--- config.mk ---
export PLATFORM = sky130hd
export DESIGN_NAME = ctlbyte_spi_slave
export DESIGN_NICKNAME = d
export VERILOG_FILES = /design/src/rtl/ctlbyte_spi_slave.sv
export SDC_FILE = /design/constraint.sdc
export NUM_CORES = 1
export LEC_CHECK = 0
export BUFFER_PORTS_ARGS = -buffer_cell sky130_fd_sc_hd__buf_2
export CORE_ASPECT_RATIO = 1.4
export CORE_MARGIN = 5
export CORE_UTILIZATION = 56
export CTS_CLUSTER_DIAMETER = 120
export DETAILED_ROUTE_END_ITERATION = 8
export HOLD_SLACK_MARGIN = 0.12
export PLACE_DENSITY = 0.78
export SLEW_MARGIN = 5
export SYNTH_ARGS = -nofsm -noshare
export SYNTH_HDL_FRONTEND = slang
export SYNTH_SLANG_ARGS = --single-unit
--- constraint.sdc ---
create_clock -name clk -period 2.95 [get_ports clk]
set_clock_uncertainty 0.2 [all_clocks]
set_input_delay 0.295 -clock clk [delete_from_list [all_inputs] [get_ports clk]]
set_output_delay 0.295 -clock clk [all_outputs]
set_load 0.01 [all_outputs]
--- src/rtl/ctlbyte_spi_slave.sv ---
module ctlbyte_spi_slave #(
  parameter int CMD_BYTES = 8,
  parameter int RSP_BYTES = 16
) (
  input  logic                   clk,
  input  logic                   rst_n,
  input  logic                   strap_a,
  input  logic                   strap_b,
  input  logic                   sclk,
  input  logic                   sen_n,
  input  logic                   sdi,
  output logic                   sdo,
  output logic                   sdo_oe,
  output logic                   aux_do,
  output logic                   aux_oe,
  input  logic [8*RSP_BYTES-1:0] rsp_in,
  output logic [8*CMD_BYTES-1:0] cmd_data,
  output logic                   cmd_valid
);
  localparam int CMD_BITS = 8 * CMD_BYTES;
  localparam int RSP_BITS = 8 * RSP_BYTES;
  localparam int CW       = $clog2(CMD_BITS + 2);

  localparam logic [7:0] OP_WRITE  = 8'h48;
  localparam logic [7:0] OP_ST_DIO = 8'h80;
  localparam logic [7:0] OP_RS_DIO = 8'hC0;
  localparam logic [7:0] OP_ST_AUX = 8'hA0;
  localparam logic [7:0] OP_RS_AUX = 8'hE0;

  typedef enum logic [2:0] {S_IDLE, S_CTRL, S_WR, S_RD, S_DEAD} state_t;

  state_t              state;
  logic                mode_en;
  logic                sclk_q, sen_q;
  logic [CW-1:0]       cnt;
  logic [6:0]          ctrl_sr;
  logic [CMD_BITS-1:0] cmd_sr, cmd_ord;
  logic [RSP_BITS-1:0] rsp_sr, rsp_full, rsp_one;
  logic                use_aux, out_bit;

  wire       rise      = sclk & ~sclk_q;
  wire       fall      = ~sclk & sclk_q;
  wire [7:0] ctrl_byte = {ctrl_sr, sdi};

  always_comb begin
    for (int k = 0; k < RSP_BYTES; k++)
      rsp_full[RSP_BITS-1-8*k -: 8] = rsp_in[8*k +: 8];
    for (int k = 0; k < CMD_BYTES; k++)
      cmd_ord[8*k +: 8] = cmd_sr[CMD_BITS-1-8*k -: 8];
    rsp_one = {rsp_in[7:0], {(RSP_BITS-8){1'b0}}};
  end

  always_ff @(posedge clk) begin
    if (!rst_n) begin
      mode_en   <= strap_a & strap_b;
      state     <= S_IDLE;
      sclk_q    <= 1'b1;
      sen_q     <= 1'b1;
      cnt       <= '0;
      ctrl_sr   <= '0;
      cmd_sr    <= '0;
      rsp_sr    <= '0;
      use_aux   <= 1'b0;
      out_bit   <= 1'b0;
      cmd_data  <= '0;
      cmd_valid <= 1'b0;
    end else begin
      sclk_q    <= sclk;
      sen_q     <= sen_n;
      cmd_valid <= 1'b0;
      if (sen_n) begin
        if (state == S_WR && cnt == CW'(CMD_BITS)) begin
          cmd_valid <= 1'b1;
          cmd_data  <= cmd_ord;
        end
        state   <= S_IDLE;
        out_bit <= 1'b0;
      end else begin
        case (state)
          S_IDLE: if (mode_en) begin
            state <= S_CTRL;
            cnt   <= '0;
          end
          S_CTRL: if (rise) begin
            ctrl_sr <= ctrl_byte[6:0];
            cnt     <= cnt + 1'b1;
            if (cnt == CW'(7)) begin
              cnt <= '0;
              case (ctrl_byte)
                OP_WRITE:  state <= S_WR;
                OP_ST_DIO: begin state <= S_RD; rsp_sr <= rsp_one;  use_aux <= 1'b0; end
                OP_RS_DIO: begin state <= S_RD; rsp_sr <= rsp_full; use_aux <= 1'b0; end
                OP_ST_AUX: begin state <= S_RD; rsp_sr <= rsp_one;  use_aux <= 1'b1; end
                OP_RS_AUX: begin state <= S_RD; rsp_sr <= rsp_full; use_aux <= 1'b1; end
                default:   state <= S_DEAD;
              endcase
            end
          end
          S_WR: if (rise && cnt != CW'(CMD_BITS + 1)) begin
            cnt <= cnt + 1'b1;
            if (cnt < CW'(CMD_BITS)) cmd_sr <= {cmd_sr[CMD_BITS-2:0], sdi};
          end
          S_RD: if (fall) begin
            out_bit <= rsp_sr[RSP_BITS-1];
            rsp_sr  <= {rsp_sr[RSP_BITS-2:0], 1'b0};
          end
          default: ;
        endcase
      end
    end
  end

  assign sdo    = out_bit;
  assign aux_do = out_bit;
  assign sdo_oe = (state == S_RD) & ~use_aux & ~sen_n;
  assign aux_oe = (state == S_RD) &  use_aux & ~sen_n;
endmodule

After elaboration in Yosys (flattened, before gate mapping)
Cells that the tools add are included.
{ "classes": {"addsub": 1, "n_mul": 0, "div_mod_pow": 0, "n_lt_le_gt_ge": 1, "eq_ne": 17, "shift": 0, "n_mux": 17, "n_bitwise": 12, "n_reduce_logical": 22} }
{ "op_table": {"columns": ["op", "count"], "rows": [
  ["$pmux W128 S2", 2],
  ["$mux W128", 3],
  ["$eq A8 B8 Y1 const B", 4],
  ["$mux W7", 4],
  ["$pmux W7 S3", 1],
  ["$pmux W3 S2", 2],
  ["$reduce_and A5 Y1", 2],
  ["$reduce_or A2 Y1", 5],
  ["$mux W3", 3],
  ["$eq A8 B7 Y1 const B", 1],
  ["$ne A2 B2 Y1 const B", 4],
  ["$reduce_and A4 Y1", 2],
  ["$add A7 B1 Y7 const B", 1],
  ["$and A1 B1 Y1", 7],
  ["$eq A7 B3 Y1 const B", 1],
  ["$eq A7 B7 Y1 const B", 1],
  ["$lt A7 B7 Y1 const B", 1],
  ["$ne A7 B7 Y1 const B", 1],
  ["$eq A3 B2 Y1 const B", 2],
  ["$reduce_and A2 Y1", 3],
  ["$reduce_and A6 Y1", 1],
  ["$reduce_bool A2 Y1", 3],
  ["$not A1 Y1", 5],
  ["$reduce_or A4 Y1", 1],
  ["9 further kinds", 10]
]} }
{ "totals": {"ff_bits": 278, "latch_bits": 0, "ram_bits": 0, "mem_bits_ro": 0, "input_bits": 135, "n_memories": 0} }

Logic depth before layout (Yosys ltp)
Gate-level depths: netlist (run 1).
{ "logic_depth": {"depth_word": 6, "ltp_mapped": 9} }

Worst setup path after synthesis (run 1)
OpenSTA, ideal clock, no wires.
{ "synth_timing": {"kind": "flip-flop to flip-flop", "startpoint": "reg state[1]", "endpoint": "reg rsp_sr[30]", "setup_ns": 0.146, "t_arrival_ns": 2.120, "required_ns": 2.604, "setup_slack_ns": 0.484, "stages_incl_launch_ff": 9, "synth_period_minus_slack_ns": 2.466, "path_cell_list": "dfxtp_1 buf_2 or3b_1 or3_1 buf_2 o32ai_4 buf_4 buf_2 a211oi_2"} }
{ "synth_via": {"elab_chain_cells": 3} }
{ "synth_lines": {"columns": ["element", "line", "source"], "rows": [
  ["from (decl)", "32", "state_t state;"],
  ["from (signal assigned)", "56", "state <= S_IDLE;"],
  ["from (signal assigned)", "76", "state <= S_IDLE;"],
  ["from (signal assigned)", "81", "state <= S_CTRL;"],
  ["$eq A3 B1 Y1 / $eq A3 B2 Y1 (equally long branches)", "79", "case (state)"],
  ["$ne A3 B3 Y1 (no source line), or another cell as far along", null, null],
  ["$reduce_and A6 Y1 (no source line)", null, null],
  ["to (signal assigned)", "105", "rsp_sr <= {rsp_sr[RSP_BITS-2:0], 1'b0};"],
  ["to (decl)", "38", "logic [RSP_BITS-1:0] rsp_sr, rsp_full, rsp_one;"]
]} }
Several ways; a longest one is shown, not always the timed one.
A chain may end at the register's enable or synchronous reset.

Worst setup path after layout (run 1)
{ "layout_timing": {"startpoint": "reg cnt[3]", "endpoint": "reg rsp_sr[56]"} }
{ "layout_via": {"elab_chain_cells": 3} }
{ "layout_lines": {"columns": ["element", "line", "source"], "rows": [
  ["from (decl)", "35", "logic [CW-1:0] cnt;"],
  ["from (signal assigned)", "86", "cnt <= cnt + 1'b1;"],
  ["from (signal assigned)", "100", "cnt <= cnt + 1'b1;"],
  ["$eq A7 B3 Y1", "87", "if (cnt == CW'(7)) begin"],
  ["$ne A2 B2 Y1 (no source line)", null, null],
  ["$reduce_and A6 Y1 (no source line)", null, null]
]} }
Every way passes these cells.

==> results of run 1 <==
## state kept, by name, summed over array words and instances, names as in the netlist
register,cells
rsp_sr,128
cmd_data,64
cmd_sr,64
cnt,7
ctrl_sr,7
state,3
aux_do,1
cmd_valid,1
mode_en,1
sclk_q,1
use_aux,1
## power breakdown
| group | internal, W | total, W | switching, W |
|---|---|---|---|
| registers | 0.00376 | 0.00376 | 0.00000281 |
| clock network | 0.00199 | 0.00341 | 0.00142 |
| logic | 0.000201 | 0.000376 | 0.000175 |
## metal layers
| metal | track usage | part of all wire | up-vias |
|---|---|---|---|
| met2 | 0.456 | 0.50 | 482 |
| li1 | - | - | 5052 |
| met4 | 0.122 | 0.047 | 0 |
| met3 | 0.0536 | 0.075 | 140 |
| met1 | 0.319 | 0.38 | 4987 |
| met5 | 0 | 0 | - |
## path summary, 6_finish.rpt
| kind | cells past startpoint | slack, ns | startpoint | end |
|---|---|---|---|---|
| worst max register to register | 7 | 0.12 | cnt[3]$_SDFFE_PN0P_ | rsp_sr[56]$_SDFFE_PN0P_ |
| worst min register to register | 2 | 0.25 | cmd_data[62]$_SDFFE_PN0P_ | cmd_data[62]$_SDFFE_PN0P_ |
| worst max-delay path | 7 | 0.12 | cnt[3]$_SDFFE_PN0P_ | rsp_sr[56]$_SDFFE_PN0P_ |
| worst min-delay path | 2 | 0.25 | cmd_data[62]$_SDFFE_PN0P_ | cmd_data[62]$_SDFFE_PN0P_ |
## synthesized netlist by cell type, types with 4 or more instances
cell	count
sky130_fd_sc_hd__a211oi_1	18
sky130_fd_sc_hd__or3_1	7
sky130_fd_sc_hd__a22oi_1	119
sky130_fd_sc_hd__nand3_1	4
sky130_fd_sc_hd__clkbuf_1	86
sky130_fd_sc_hd__a21oi_1	132
sky130_fd_sc_hd__a311oi_1	8
sky130_fd_sc_hd__a211oi_2	102
sky130_fd_sc_hd__nand2b_1	6
sky130_fd_sc_hd__mux2i_1	8
sky130_fd_sc_hd__dfxtp_1	277
sky130_fd_sc_hd__buf_6	5
sky130_fd_sc_hd__buf_2	8
sky130_fd_sc_hd__nor3_1	6
sky130_fd_sc_hd__nand2_1	287
sky130_fd_sc_hd__nor2_1	142
sky130_fd_sc_hd__buf_4	18
## stage by stage
stage	hold WS, ns	cells
global route	0.264	1826
CTS	0.249	1824
global placement	0.237	1643
floorplan	0.168	1279
finish	0.246	1826
detailed placement	0.241	1643
## final cells by class
cell class / count / area [um^2] / area share
inverter: 4 / 22.5 / 0.00152
clock buffer: 36 / 769 / 0.0519
timing repair buffer: 367 / 2800 / 0.189
sequential: 278 / 5580 / 0.376
clock inverter: 10 / 110 / 0.00743
multi-input combinational: 879 / 5230 / 0.353
tap: 252 / 315 / 0.0213
## cells by family (layout without fill, tap and decap cells)
family,after synthesis,in the layout,synth area share
AOI/OAI and AO/OA,395,395,0.280
adders and majority gates,3,3,0.00331
buffers and inverters,122,417,0.0505
DFF,278,278,0.492
muxes,8,8,0.00706
and+or+nand+nor,473,473,0.168
## repair_timing
| action | 4_1_cts | 5_1_grt |
|---|---|---|
| buffers inserted | 0 | 0 |
| hold buffers | 135 | 0 |
| setup endpoints to repair | 0 | 7 |
| hold endpoints to repair | 143 | 0 |
| gates resized for setup | 0 | 3 |
## cell usage in the layout (no fill, tap or decap), types with 5 or more instances in the layout
cell	n
sky130_fd_sc_hd__nor2_1	142
sky130_fd_sc_hd__buf_4	14
sky130_fd_sc_hd__a211oi_2	103
sky130_fd_sc_hd__dfxtp_1	277
sky130_fd_sc_hd__clkbuf_8	6
sky130_fd_sc_hd__or3_1	7
sky130_fd_sc_hd__a311oi_1	8
sky130_fd_sc_hd__a22oi_1	119
sky130_fd_sc_hd__nor3_1	5
sky130_fd_sc_hd__a21oi_1	132
sky130_fd_sc_hd__nand2_1	287
sky130_fd_sc_hd__mux2i_1	8
sky130_fd_sc_hd__buf_2	203
sky130_fd_sc_hd__clkbuf_16	29
sky130_fd_sc_hd__nand2b_1	6
sky130_fd_sc_hd__dlygate4sd3_1	135
sky130_fd_sc_hd__buf_12	11
sky130_fd_sc_hd__a211oi_1	17
## worst max-delay path, delay by kind of cell (launching register included)
family | cells | cell delay, ns
AND/OR/NAND/NOR | 3 | 1.07
flip-flops | 1 | 0.35
AO/OA/AOI/OAI | 2 | 0.59
buffers and inverters | 2 | 0.50
==> reports/qor.yml, run 1 <==
status:
  status: "finished, final reports clean"
global_routing:
  globalRoute.totalOverflow: 0
  first_global_vias: 10500
  groute.usage.overall: 0.266
  grt_max_degree: 157
  grt_pass1_wl_um: 51200
  grt_antenna_before_repair: 0
floorplanning:
  fp.dieArea_um2: 23200
  fp.dieH_um: 178
  dieWidth_um: 130
  ioPinCount: 204
  start_util: 0.569
  area_of_the_core_um2: 19900
  placement_rows: 61
route:
  detail_route.drc_violations: 0
  post_drt_wl_per_cell_um: 18.2
  vias_per_cell: 5.84
  drtIter0Drc: 948
  vias: 10700
  detail_route.wirelength_um: 33200
  drt.antenna.violating_nets: 0
  detail_route.first_pass.iterations: 6
critical_path:
  crit_path_top_delay_cell: "sky130_fd_sc_hd__or3_1"
  setup.worst_path.start_class: "flop"
  crit_chain: "or3_1, or3_1, o32ai_4, buf_12, buf_4, nor2_1, a211oi_2"
  worstPathArrival_ns: 3.06
  crit_top_cell: "sky130_fd_sc_hd__or3_1"
  timing.setup.critical_path_class: "flop to flop"
  worstPathMaxFanout: 31
  crit_required_ns: 3.18
  timing.critical_path.to_type: "flop"
  maximum_cell_stage_delay_along_the_critical_path_ns: 0.50
flow_run:
  max_cap_viol_count: 0
cells_and_area:
  design_area_um2: 14800
  layout.nets: 1694
  insertedDiodeCount: 0
  final_core_util: 0.744
  flow.area_growth_from_synthesis_pct: 30.7
  fillCellCount: 1323
  fraction_of_final_layout_cells_sized_beyond_drive_strength_1: 0.247
logic_synthesis:
  synth_enable_flop_cells: 1
  synth_top_area_cell: "sky130_fd_sc_hd__dfxtp_1"
  synth_area_per_cell_um2: 8.87
  netlist_instances: 1279
  ys_warn_count: 0
  yosysSeqAreaShare: 0.492
  synth_async_sr_flop_share: 0
  synth-seq-cells: 278
  synth.net_count: 1417
  yosysTopAreaCellShare: 0.489
  post_synth_main_area_contributors: "sky130_fd_sc_hd__dfxtp_1 49%, sky130_fd_sc_hd__a211oi_2 11%, sky130_fd_sc_hd__nand2_1 9.5%"
  mappedNetlistArea_um2: 11300
  synth_flop_cell: "sky130_fd_sc_hd__dfxtp_1"
  post_synth_num_cell_types: 44
placed_design:
  io_buffer_count: 203
  placement.setup.worst_slack_ns: 0.226
  dpl-instance-area_um2: 12500
  place.gp.congestion: 0.813
  dp_hpwl_um: 16700
timing:
  clock.fmax_ghz: 0.353
  final.min_clock_period_ns: 2.83
  tightest_slew_ns: 1.07
  worst_slew_margin_rel: 0.287
  maxSlewViolCount: 0
  finalWorstSetupSlack_ns: 0.116
  period_share: 0.961
  setup_violations: 0
  finalHoldViolCount: 0
  final.setup.tns_ns: 0
  grt_setup_unrepaired: "no"
hold_path:
  holdCritPathClass: "flop to flop"
cts:
  clk_root_buffer_cell: "sky130_fd_sc_hd__clkbuf_16"
  clkSlewWorstSetupHoldPaths_ns: 0.07
  clock_insertion_delay_worst_skew_ns: 0.53
  cts_num_sinks: 278
  htree_levels: 1
  cts_made_buffers: 26
  cts-root-to-sink-buffers: 3
  tritoncts: "yes"
pwr:
  vdd_drop_max_mv: 0.410
  power_density_nw_per_um2: 510
  static-leakage-power_nw: 5.09
  p_total_w: 0.00755
No activity file was read; power rests on OpenSTA's default activity.
==> inputs of run 2 (changes only) <==
==> constraint.sdc (replaced) <==
create_clock -name clk -period 2.95 [get_ports clk]
set_clock_uncertainty 0.2 [all_clocks]
set_input_delay 0.885 -clock clk [delete_from_list [all_inputs] [get_ports clk]]
set_output_delay 0.885 -clock clk [all_outputs]
set_load 0.01 [all_outputs]
==> reports/qor.yml, run 2 (synthesis results as in run 1) <==
pwr:
  p_total_w: 0.00725  # was 0.00755 W
  vdd_drop_max_mv: 0.416  # was 0.410 mV
  power_density_nw_per_um2: 535  # was 510 nW/um^2
  static-leakage-power_nw: 4.57  # was 5.09 nW
timing:
  clock.fmax_ghz: 0.370  # was 0.353 GHz
  tightest_slew_ns: 0.638  # was 1.07 ns
  maxSlewViolCount: 0  # unchanged
  final.setup.tns_ns: 0  # unchanged
  grt_setup_unrepaired: "no"  # unchanged
  setup_violations: 0  # unchanged
  period_share: 0.915  # was 0.961
  finalHoldViolCount: 0  # unchanged
  worst_slew_margin_rel: 0.575  # was 0.287
  fin_hold_ws_ns: 0.248  # was 0.246 ns
  final.min_clock_period_ns: 2.70  # was 2.83 ns
floorplanning:
  dieWidth_um: 130  # unchanged
  fp.dieArea_um2: 23200  # unchanged
  area_of_the_core_um2: 19900  # unchanged
  start_util: 0.569  # unchanged
  ioPinCount: 204  # unchanged
  placement_rows: 61  # unchanged
  fp.dieH_um: 178  # unchanged
hold_path:
  hp-start: "cmd_data[26]$_SDFFE_PN0P_"  # was cmd_data[62]$_SDFFE_PN0P_
  timing.hold.worst_path_depth: 2  # unchanged
  holdCritPathClass: "flop to flop"  # unchanged
global_routing:
  groute.usage.overall: 0.214  # was 0.266
  grt_pass1_wl_um: 42200  # was 51200 um
  grt_antenna_before_repair: 2  # was 0
  grt_max_degree: 128  # was 157
  first_global_vias: 9038  # was 10500
  globalRoute.totalOverflow: 0  # unchanged
route:
  drt.antenna.violating_nets: 0  # unchanged
  vias: 9567  # was 10700
  detail_route.wirelength_um: 25800  # was 33200 um
  vias_per_cell: 5.65  # was 5.84
  drtIter0Drc: 585  # was 948
  detail_route.drc_violations: 0  # unchanged
  post_drt_wl_per_cell_um: 15.2  # was 18.2 um
  detail_route.first_pass.iterations: 5  # was 6
cts:
  cts-root-to-sink-buffers: 3  # unchanged
  tritoncts: "yes"  # unchanged
  clock_insertion_delay_worst_skew_ns: 0.52  # was 0.53 ns
  cts_resized: 0  # unchanged
  cts_made_buffers: 26  # unchanged
  clk_root_buffer_cell: "sky130_fd_sc_hd__clkbuf_16"  # unchanged
  htree_levels: 1  # unchanged
  cts_num_sinks: 278  # unchanged
  clkSlewWorstSetupHoldPaths_ns: 0.06  # was 0.07 ns
  quantity_of_hold_fixing_buffers_added_after_cts: 0  # was 135
critical_path:
  timing.critical_path.to_type: "flop"  # unchanged
  crit_chain: "or3_1, or3_1, o32ai_4, buf_12, buf_12, nor2_1, a211oi_1"  # was or3_1, or3_1, o32ai_4, buf_12, buf_4, nor2_1, a211oi_2
  crit_required_ns: 3.18  # about the same
  r2r_start: "cnt[3]$_SDFFE_PN0P_"  # unchanged
  setup.worst_path.start_class: "flop"  # unchanged
  ff2ff_path_depth: 7  # unchanged
  crit_path_top_delay_cell: "sky130_fd_sc_hd__or3_1"  # unchanged
  critPathBufInv: 2  # unchanged
  cp-startpoint: "cnt[3]$_SDFFE_PN0P_"  # unchanged
  worstPathArrival_ns: 2.93  # was 3.06 ns
  timing.setup.critical_path_class: "flop to flop"  # unchanged
  maximum_cell_stage_delay_along_the_critical_path_ns: 0.50  # about the same
  cp_num_cells: 7  # unchanged
  critPathTopFamily: "simple AND/OR/NAND/NOR gates"  # unchanged
  worstPathMaxFanout: 28  # was 31
cells_and_area:
  post_layout_nonfiller_instances: 1694  # was 1826
  layout.cells.most_common_list: "287 x sky130_fd_sc_hd__nand2_1, 277 x sky130_fd_sc_hd__dfxtp_1, 203 x sky130_fd_sc_hd__buf_2, 142 x sky130_fd_sc_hd__nor2_1, 132 x sky130_fd_sc_hd__a21oi_1"  # was 287 x sky130_fd_sc_hd__nand2_1, 277 x sky130_fd_sc_hd__dfxtp_1, 203 x sky130_fd_sc_hd__buf_2, 142 x sky130_fd_sc_hd__nor2_1, 135 x sky130_fd_sc_hd__dlygate4sd3_1
  insertedDiodeCount: 0  # unchanged
  flow.area_growth_from_synthesis_pct: 19.6  # was 30.7%
  layout.cells.most_common: "sky130_fd_sc_hd__nand2_1"  # unchanged
  largest_register_ff_count: 128  # unchanged
  biggestRegsByFlops: "rsp_sr: 128 flops, cmd_data: 64 flops, cmd_sr: 64 flops"  # unchanged
  most_flops_register: "rsp_sr"  # unchanged
  fraction_of_final_layout_cells_sized_beyond_drive_strength_1: 0.270  # was 0.247
  layout.nets: 1566  # was 1694
status:
  status: "finished, final reports clean"  # unchanged
placed_design:
  dp_hpwl_um: 16800  # was 16700 um
  place.gp.congestion: 0.792  # was 0.813
  io_buffer_count: 203  # unchanged
  dp.cells: 1651  # was 1643
flow_run:
  max_cap_viol_count: 0  # unchanged
-- run 2: changes by cell type in the layout (fill, tap and decap cells not counted), sizes merged --
cell	delta
clkinv	-2
dlygate4sd3	-135
clkinvlp	-3
buf	+9
bufinv	-1
-- run 2: through the flow --
| stage | utilization | instance area, um^2 | worst slack, ns |
|---|---|---|---|
| finish | 0.681 | 13600 | 0.249 |
| global route | 0.681 | 13600 | 0.110 |
| CTS | 0.681 | 13600 | 0.239 |
| detailed placement | 0.639 | 12700 | 0.0143 |
| global placement | 0.639 | 12700 | 0.0958 |
| floorplan | - | 11300 | 0.0869 |
-- run 2: final timing paths --
| path | end | slack, ns |
|---|---|---|
| max reg2reg | rsp_sr[5]$_SDFFE_PN0P_ | 0.25 |
| max | rsp_sr[5]$_SDFFE_PN0P_ | 0.25 |
| min | cmd_data[26]$_SDFFE_PN0P_ | 0.25 |
| min reg2reg | cmd_data[26]$_SDFFE_PN0P_ | 0.25 |
-- run 2: cell type report --
type | instances | area (um^2)
sequential | 278 | 5580
fill | 1647 | 6350
tap | 252 | 315
timing repair buffer | 239 | 1600
multi-input combinational | 879 | 5220
clock buffer | 38 | 787
inverter | 4 | 22.5
clock inverter | 4 | 47.5
-- run 2: what timing repair did --
item | 4_1_cts | 5_1_grt
hold endpoints to repair | 0 | 0
setup endpoints to repair | 1 | 0
buffers inserted | 1 | 0
-- run 2: tightest hold or removal path: stages (launching register included) --
cell	delay, ns
sky130_fd_sc_hd__dfxtp_1	0.30
sky130_fd_sc_hd__nand2_1	0.05
sky130_fd_sc_hd__a21oi_1	0.05
-- run 2: per-layer routing --
| layer | GRT usage | part of all wire | vias to the layer above |
|---|---|---|---|
| met5 | 0 | 0.00054 | - |
| met4 | 0.0585 | 0.022 | 4 |
| met3 | 0.0318 | 0.064 | 47 |
| met2 | 0.361 | 0.48 | 255 |
| met1 | 0.285 | 0.43 | 4485 |
| li1 | - | - | 4776 |
-- run 2: report_power, final --
part	switching, W	internal (W)	total (W)
combinational	0.000131	0.0000885	0.000219
clock	0.00136	0.00192	0.00327
sequential	0.00000265	0.00376	0.00376
